[config.mk]
export PLATFORM = sky130hd
export DESIGN_NAME = ecc_term_ctrl
export DESIGN_NICKNAME = d
export VERILOG_FILES = /design/src/rtl/ecc_term_pkg.sv /design/src/rtl/ecc_term_policy.sv /design/src/rtl/ecc_term_hold_timer.sv /design/src/rtl/ecc_term_fsm.sv /design/src/rtl/ecc_term_ctrl.sv
export SDC_FILE = /design/constraint.sdc
export NUM_CORES = 1
export LEC_CHECK = 0
export ABC_CLOCK_PERIOD_IN_PS = 1750
export BUFFER_PORTS_ARGS = -buffer_cell sky130_fd_sc_hd__buf_4
export CORE_AREA = 2 2 39 41
export CTS_BUF_LIST = sky130_fd_sc_hd__clkbuf_4 sky130_fd_sc_hd__clkbuf_8
export CTS_CLUSTER_SIZE = 20
export DETAILED_ROUTE_END_ITERATION = 6
export DIE_AREA = 0 0 41 43
export GPL_TIMING_DRIVEN = 0
export HOLD_SLACK_MARGIN = 0.05
export PLACE_DENSITY_LB_ADDON = 0.15
export SYNTH_ARGS = -nofsm -noshare
export SYNTH_HDL_FRONTEND = slang
export SYNTH_SLANG_ARGS = --single-unit
export TNS_END_PERCENT = 30
[constraint.sdc]
create_clock -name clk -period 1.75 [get_ports clk]
set_input_delay 0.35 -clock clk [delete_from_list [all_inputs] [get_ports clk]]
set_output_delay 0.35 -clock clk [all_outputs]
set_load 0.01 [all_outputs]
[src/rtl/ecc_term_pkg.sv]
`timescale 1ns/1ps
package ecc_term_pkg;

   typedef enum logic [1:0] {
      POL_LATE_RETRY  = 2'd0,
      POL_LATE_EXC    = 2'd1,
      POL_EARLY_EXC   = 2'd2,
      POL_EARLY_RETRY = 2'd3
   } policy_e;

   typedef enum logic [2:0] {
      ST_IDLE,
      ST_WAIT,
      ST_VERIFY,
      ST_DONE,
      ST_HOLD,
      ST_REL
   } term_state_e;

   typedef struct packed {
      logic early;
      logic retry;
   } policy_t;

   function automatic policy_t decode_policy(input logic [1:0] m);
      policy_t p;
      p.early = (m == POL_EARLY_EXC) || (m == POL_EARLY_RETRY);
      p.retry = (m == POL_LATE_RETRY) || (m == POL_EARLY_RETRY);
      return p;
   endfunction

endpackage

[src/rtl/ecc_term_policy.sv]
`timescale 1ns/1ps
module ecc_term_policy
   import ecc_term_pkg::*;
#(
   parameter bit ALLOW_EARLY = 1'b1
) (
   input  logic       clk,
   input  logic       rst_n,
   input  logic       start_i,
   input  logic [1:0] mode_i,
   output policy_t    pol_o
);

   policy_t pol_d;
   policy_t pol_q;

   generate
      if (ALLOW_EARLY) begin : g_full
         assign pol_d = decode_policy(mode_i);
      end else begin : g_late_only
         policy_t raw;
         assign raw   = decode_policy(mode_i);
         assign pol_d = '{early: 1'b0, retry: raw.retry};
      end
   endgenerate

   always_ff @(posedge clk or negedge rst_n) begin
      if (!rst_n)       pol_q <= '0;
      else if (start_i) pol_q <= pol_d;
   end

   assign pol_o = pol_q;

   a_r11_policy_frozen: assert property (@(posedge clk) disable iff (!rst_n)
      !start_i |=> $stable(pol_q));

endmodule

[src/rtl/ecc_term_hold_timer.sv]
`timescale 1ns/1ps
module ecc_term_hold_timer #(
   parameter int SCRUB_CYC = 2
) (
   input  logic clk,
   input  logic rst_n,
   input  logic load_i,
   output logic done_o
);

   localparam int CNT_W = (SCRUB_CYC > 1) ? $clog2(SCRUB_CYC) : 1;
   localparam logic [CNT_W-1:0] LOAD_VAL = CNT_W'(SCRUB_CYC - 1);

   generate
      if (SCRUB_CYC < 1) begin : g_bad_scrub
         $error("SCRUB_CYC must be at least 1");
      end
   endgenerate

   logic [CNT_W-1:0] cnt_q;

   always_ff @(posedge clk or negedge rst_n) begin
      if (!rst_n)             cnt_q <= '0;
      else if (load_i)        cnt_q <= LOAD_VAL;
      else if (cnt_q != '0)   cnt_q <= cnt_q - 1'b1;
   end

   assign done_o = (cnt_q == '0);

   a_r9_count_bounded: assert property (@(posedge clk) disable iff (!rst_n)
      cnt_q <= LOAD_VAL);

endmodule

[src/rtl/ecc_term_fsm.sv]
`timescale 1ns/1ps
module ecc_term_fsm
   import ecc_term_pkg::*;
(
   input  logic    clk,
   input  logic    rst_n,
   input  logic    cyc_i,
   input  logic    rdy_i,
   input  logic    chk_vld_i,
   input  logic    chk_err_i,
   input  policy_t pol_i,
   input  logic    tmr_done_i,
   output logic    start_o,
   output logic    tmr_load_o,
   output logic    ack_o,
   output logic    berr_o,
   output logic    halt_o,
   output logic    fix_we_o
);

   term_state_e st_q, st_d;
   logic ack_q, berr_q, halt_q, fix_q;
   logic ack_d, berr_d, halt_d, fix_d;

   always_comb begin
      st_d       = st_q;
      ack_d      = ack_q;
      berr_d     = berr_q;
      halt_d     = halt_q;
      fix_d      = 1'b0;
      start_o    = 1'b0;
      tmr_load_o = 1'b0;
      if (!cyc_i) begin
         st_d   = ST_IDLE;
         ack_d  = 1'b0;
         berr_d = 1'b0;
         halt_d = 1'b0;
      end else begin
         unique case (st_q)
            ST_IDLE: begin
               start_o = 1'b1;
               st_d    = ST_WAIT;
            end
            ST_WAIT: begin
               if (!pol_i.early) begin
                  if (chk_vld_i) begin
                     if (!chk_err_i) begin
                        ack_d = 1'b1;
                        st_d  = ST_DONE;
                     end else if (pol_i.retry) begin
                        berr_d     = 1'b1;
                        halt_d     = 1'b1;
                        fix_d      = 1'b1;
                        tmr_load_o = 1'b1;
                        st_d       = ST_HOLD;
                     end else begin
                        berr_d = 1'b1;
                        st_d   = ST_DONE;
                     end
                  end
               end else if (rdy_i) begin
                  ack_d = 1'b1;
                  st_d  = ST_VERIFY;
               end
            end
            ST_VERIFY: begin
               st_d = ST_DONE;
               if (chk_vld_i && chk_err_i) begin
                  berr_d = 1'b1;
                  if (pol_i.retry) begin
                     halt_d     = 1'b1;
                     fix_d      = 1'b1;
                     tmr_load_o = 1'b1;
                     st_d       = ST_HOLD;
                  end
               end
            end
            ST_HOLD: begin
               if (tmr_done_i) begin
                  ack_d  = 1'b0;
                  berr_d = 1'b0;
                  halt_d = 1'b0;
                  st_d   = ST_REL;
               end
            end
            default: ;
         endcase
      end
   end

   always_ff @(posedge clk or negedge rst_n) begin
      if (!rst_n) begin
         st_q   <= ST_IDLE;
         ack_q  <= 1'b0;
         berr_q <= 1'b0;
         halt_q <= 1'b0;
         fix_q  <= 1'b0;
      end else begin
         st_q   <= st_d;
         ack_q  <= ack_d;
         berr_q <= berr_d;
         halt_q <= halt_d;
         fix_q  <= fix_d;
      end
   end

   assign ack_o    = ack_q;
   assign berr_o   = berr_q;
   assign halt_o   = halt_q;
   assign fix_we_o = fix_q;

   a_r2_idle_quiet: assert property (@(posedge clk) disable iff (!rst_n)
      !cyc_i |=> (!ack_o && !berr_o && !halt_o));
   a_r4_halt_needs_berr: assert property (@(posedge clk) disable iff (!rst_n)
      halt_o |-> berr_o);
   a_r5_exc_no_halt: assert property (@(posedge clk) disable iff (!rst_n)
      (berr_o && !pol_i.retry) |-> !halt_o);
   a_r3_late_ack_clean: assert property (@(posedge clk) disable iff (!rst_n)
      (ack_o && !pol_i.early) |-> !berr_o);
   a_r9_release_together: assert property (@(posedge clk) disable iff (!rst_n)
      $fell(halt_o) |-> $fell(berr_o));
   a_r10_fix_single: assert property (@(posedge clk) disable iff (!rst_n)
      fix_we_o |=> !fix_we_o);
   a_r10_fix_on_halt_rise: assert property (@(posedge clk) disable iff (!rst_n)
      $rose(halt_o) |-> fix_we_o);

endmodule

[src/rtl/ecc_term_ctrl.sv]
`timescale 1ns/1ps
module ecc_term_ctrl
   import ecc_term_pkg::*;
#(
   parameter int SCRUB_CYC   = 2,
   parameter bit ALLOW_EARLY = 1'b1
) (
   input  logic       clk,
   input  logic       rst_n,
   input  logic       cyc_i,
   input  logic       rdy_i,
   input  logic       chk_vld_i,
   input  logic       chk_err_i,
   input  logic [1:0] mode_i,
   output logic       ack_o,
   output logic       berr_o,
   output logic       halt_o,
   output logic       fix_we_o
);

   policy_t pol;
   logic    start;
   logic    tmr_load;
   logic    tmr_done;

   ecc_term_policy #(.ALLOW_EARLY(ALLOW_EARLY)) u_policy (
      .clk     (clk),
      .rst_n   (rst_n),
      .start_i (start),
      .mode_i  (mode_i),
      .pol_o   (pol)
   );

   ecc_term_hold_timer #(.SCRUB_CYC(SCRUB_CYC)) u_timer (
      .clk    (clk),
      .rst_n  (rst_n),
      .load_i (tmr_load),
      .done_o (tmr_done)
   );

   ecc_term_fsm u_fsm (
      .clk        (clk),
      .rst_n      (rst_n),
      .cyc_i      (cyc_i),
      .rdy_i      (rdy_i),
      .chk_vld_i  (chk_vld_i),
      .chk_err_i  (chk_err_i),
      .pol_i      (pol),
      .tmr_done_i (tmr_done),
      .start_o    (start),
      .tmr_load_o (tmr_load),
      .ack_o      (ack_o),
      .berr_o     (berr_o),
      .halt_o     (halt_o),
      .fix_we_o   (fix_we_o)
   );

endmodule

==> results by group <==
Worst setup path
  • Critical-path cell list: nor2_1 -> and3_1 -> mux2_2
  • Crit Path Max Fanout: 7
  • Worst reg-to-reg setup slack: 0.27 ns
  • Crit path buf inv count: 0
  • CP endpoint kind: flop
  • Levels on crit path: 3
  • RR Startpoint: u_fsm.st_q[1]$_DFFE_PN0P_
  • CP Capture Point: u_policy.pol_o[0]$_DFFE_PN0P_
  • Crit path from: u_fsm.st_q[1]$_DFFE_PN0P_
  • Worst endpoint data arrival time: 1.62 ns
  • Crit path launch type: flop
  • Critical-path top delay cell: dfrtp_1
  • Crit path max-delay family: simple AND/OR/NAND/NOR gates
  • Worst path max stage delay: 0.46 ns
  • RR Endpoint: u_policy.pol_o[0]$_DFFE_PN0P_
  • Reg2Reg Depth: 3
  • CP Data Required Time: 1.89 ns
  • CP Class: flop to flop

STA
  • Worst Skew: 0.000775 ns
  • Slew HR: 64.8%
  • Fmax: 678 MHz
  • RSZ-0062 raised after global routing: false
  • Final setup viols: 0
  • Crit share post-route: 84.3%
  • Pins over their slew limit: 0
  • Worst Tran Pin Value: 0.522 ns
  • Post-Route Setup TNS: 0 ns
  • Final min period: 1.48 ns
  • Hold Fails Final Rpt: 0

Clocking
  • # Post-CTS Setup Buffers: 0
  • CTS H-tree lvls: 1
  • Root Driver: clkbuf_4
  • CTS sink count: 9
  • Clk_lat worst skew: 0.26 ns
  • CTS tree: built
  • TritonCTS buffer count: 3
  • CTS Buffer Depth: 2
  • Hold buffer count at cts: 1
  • Post-CTS Resized: 0
  • Clock transition at the registers of the reported paths: 0.06 ns

Logic synthesis
  • Syn Nets: 64
  • Yosys warns: 0
  • Yosys cell types: 21
  • Synthesized instance count: 54
  • Synth Register Bits: 9
  • Avg Cell Area, Syn: 9.22 um^2
  • Post-synth design cell area: 498 um^2
  • Sequential fraction of the synthesis area: 45.2%

Power and ir drop
  • VDD IR max: 0.467 mV
  • PwrDens: 1160 nW/um^2
  • Leakage Power: 0.304 nW

Route
  • Post-route ant nets: 0
  • Vias/cell: 5.17
  • Detailed Routing Iterations Pass 1: 4
  • Initial drt markers: 6
  • DRT Wirelength: 1060 um
  • Avg WL per Cell: 12.3 um
  • Routed vias: 445
  • DRC viols: 0

Die
  • Die X: 41 um
  • Core ar.: 1380 um^2
  • Row count: 14
  • Die ar.: 1760 um^2
  • Die H: 43 um
  • IO Count: 12
  • Starting Density: 36.0%

Min path
  • HP Class: input port to flop
  • HP Start: cyc_i
  • Hold Path Depth: 3

Global routing
  • First-pass GRT wire length: 1770 um
  • GRT overflow: 0
  • Largest net degree at the start of global routing: 10
  • Number of global-route vias before repair: 414
  • Total Routing Usage GR: 15.5%
  • Initial antenna violation count: 0

Final layout
  • Final net count: 81
  • Fin util: 46.3%
  • Diode count: 0
  • Area grow syn2layout: 28.6%
  • Proportion of layout cells with a drive suffix above 1: 27.1%

Place
  • DP Wirelength: 812 um
  • Port buffer count: 11
  • RePlAce Congestion: 0.696

Status
  • Outcome: finished clean

Flow run
  • Max-Cap Viols: 0
## kinds of logic (layout without fill, tap and decap cells)
family                   Yosys count  in the layout  synth area share (%)
AND/OR/NAND/NOR                   23             23                  22.4
AO/OA/AOI/OAI                     13             13                  18.3
flip-flops                         9              9                  45.2
buffers and inverters              5             21                  3.77
adder cells (fa/ha/maj)            2              2                  5.02
multiplexers                       2              2                  5.28
## sequential cells by signal (all words and copies together), names as in the netlist
register,count
u_fsm.halt_o,1
u_fsm.ack_o,1
u_fsm.st_q,3
u_policy.pol_o,2
u_fsm.fix_we_o,1
u_fsm.berr_o,1
## cell usage in the layout (no fill, tap or decap), types with 2 or more instances in the layout
cell      instances
buf_4            11
nor2_1           10
dfrtp_1           9
inv_1             5
nand2_1           5
a21oi_1           5
clkbuf_4          4
nand2b_1          3
o21ai_0           2
ha_1              2
## worst register-to-register path: cells and delay by family (launching register included)
family	cells	cell delay (ns)
muxes	1	0.35
and+or+nand+nor	2	0.56
DFF	1	0.46
## metrics by stage
stage / std cells / hold WS, ns / setup WS [ns] / total power [mW] / cell area (um^2)
after floorplan: 54 / 0.0544 / 0.398 / 0.486 / 498
after global placement: 81 / 0.185 / 0.290 / 0.566 / 601
after detailed placement: 81 / 0.181 / 0.285 / 0.569 / 601
after CTS: 86 / 0.401 / 0.269 / 0.755 / 641
after global routing: 86 / 0.410 / 0.200 / 0.799 / 641
final: 86 / 0.404 / 0.274 / 0.745 / 641
## report_power, final
| part | leakage (nW) | internal [mW] | total (mW) | switching [mW] |
|---|---|---|---|---|
| registers | 0.117 | 0.257 | 0.331 | 0.0739 |
| clock network | 0.0184 | 0.103 | 0.176 | 0.0728 |
| logic | 0.168 | 0.126 | 0.238 | 0.112 |
| total | 0.304 | 0.487 | 0.745 | 0.258 |
## final cells by class
type | instances | area [um^2]
Clock buffer | 4 | 30.0
Sequential cell | 9 | 225
Timing Repair Buffer | 12 | 92.6
Multi-Input combinational cell | 40 | 254
Fill cell | 143 | 743
Tap cell | 16 | 20.0
Inverter | 5 | 18.8
## metal layers
layer  global-route usage, %  wire, um  vias to the layer above
met5                       0         0                        -
met1                    20.8       514                      211
met4                    10.0         8                        0
li1                        -         -                      220
met2                    21.3       461                       12
met3                    3.66        70                        2
## worst min-delay path by stage
stage / endpoint / slack [ns]
global route: u_fsm.ack_o$_DFFE_PN0P_ / 0.41
CTS: u_fsm.berr_o$_DFFE_PN0P_ / 0.40
global placement: u_fsm.st_q[1]$_DFFE_PN0P_ / 0.18
detailed placement: u_fsm.st_q[1]$_DFFE_PN0P_ / 0.18
floorplan: u_fsm.ack_o$_DFFE_PN0P_ / 0.05
finish: u_fsm.berr_o$_DFFE_PN0P_ / 0.40
## cells in the mapped netlist
cell      count  share of area (%)
nor2_1       10                7.5
dfrtp_1       9                 45
a21oi_1       5                5.0
inv_1         5                3.8
nand2_1       5                3.8
nand2b_1      3                3.8
ha_1          2                5.0
o21ai_0       2                2.0
a21oi_2       1                1.8
a221oi_2      1                3.0
a311o_1       1                2.0
a31oi_1       1                1.3
and3_1        1                1.3
mux2_2        1                2.3
mux2_4        1                3.0
nand3b_1      1                1.5
nand4b_1      1                1.8
nor3_1        1                1.0
o21a_1        1                1.5
o41ai_1       1                1.8
or3b_1        1                1.8
No activity file was read; power rests on OpenSTA's default activity.
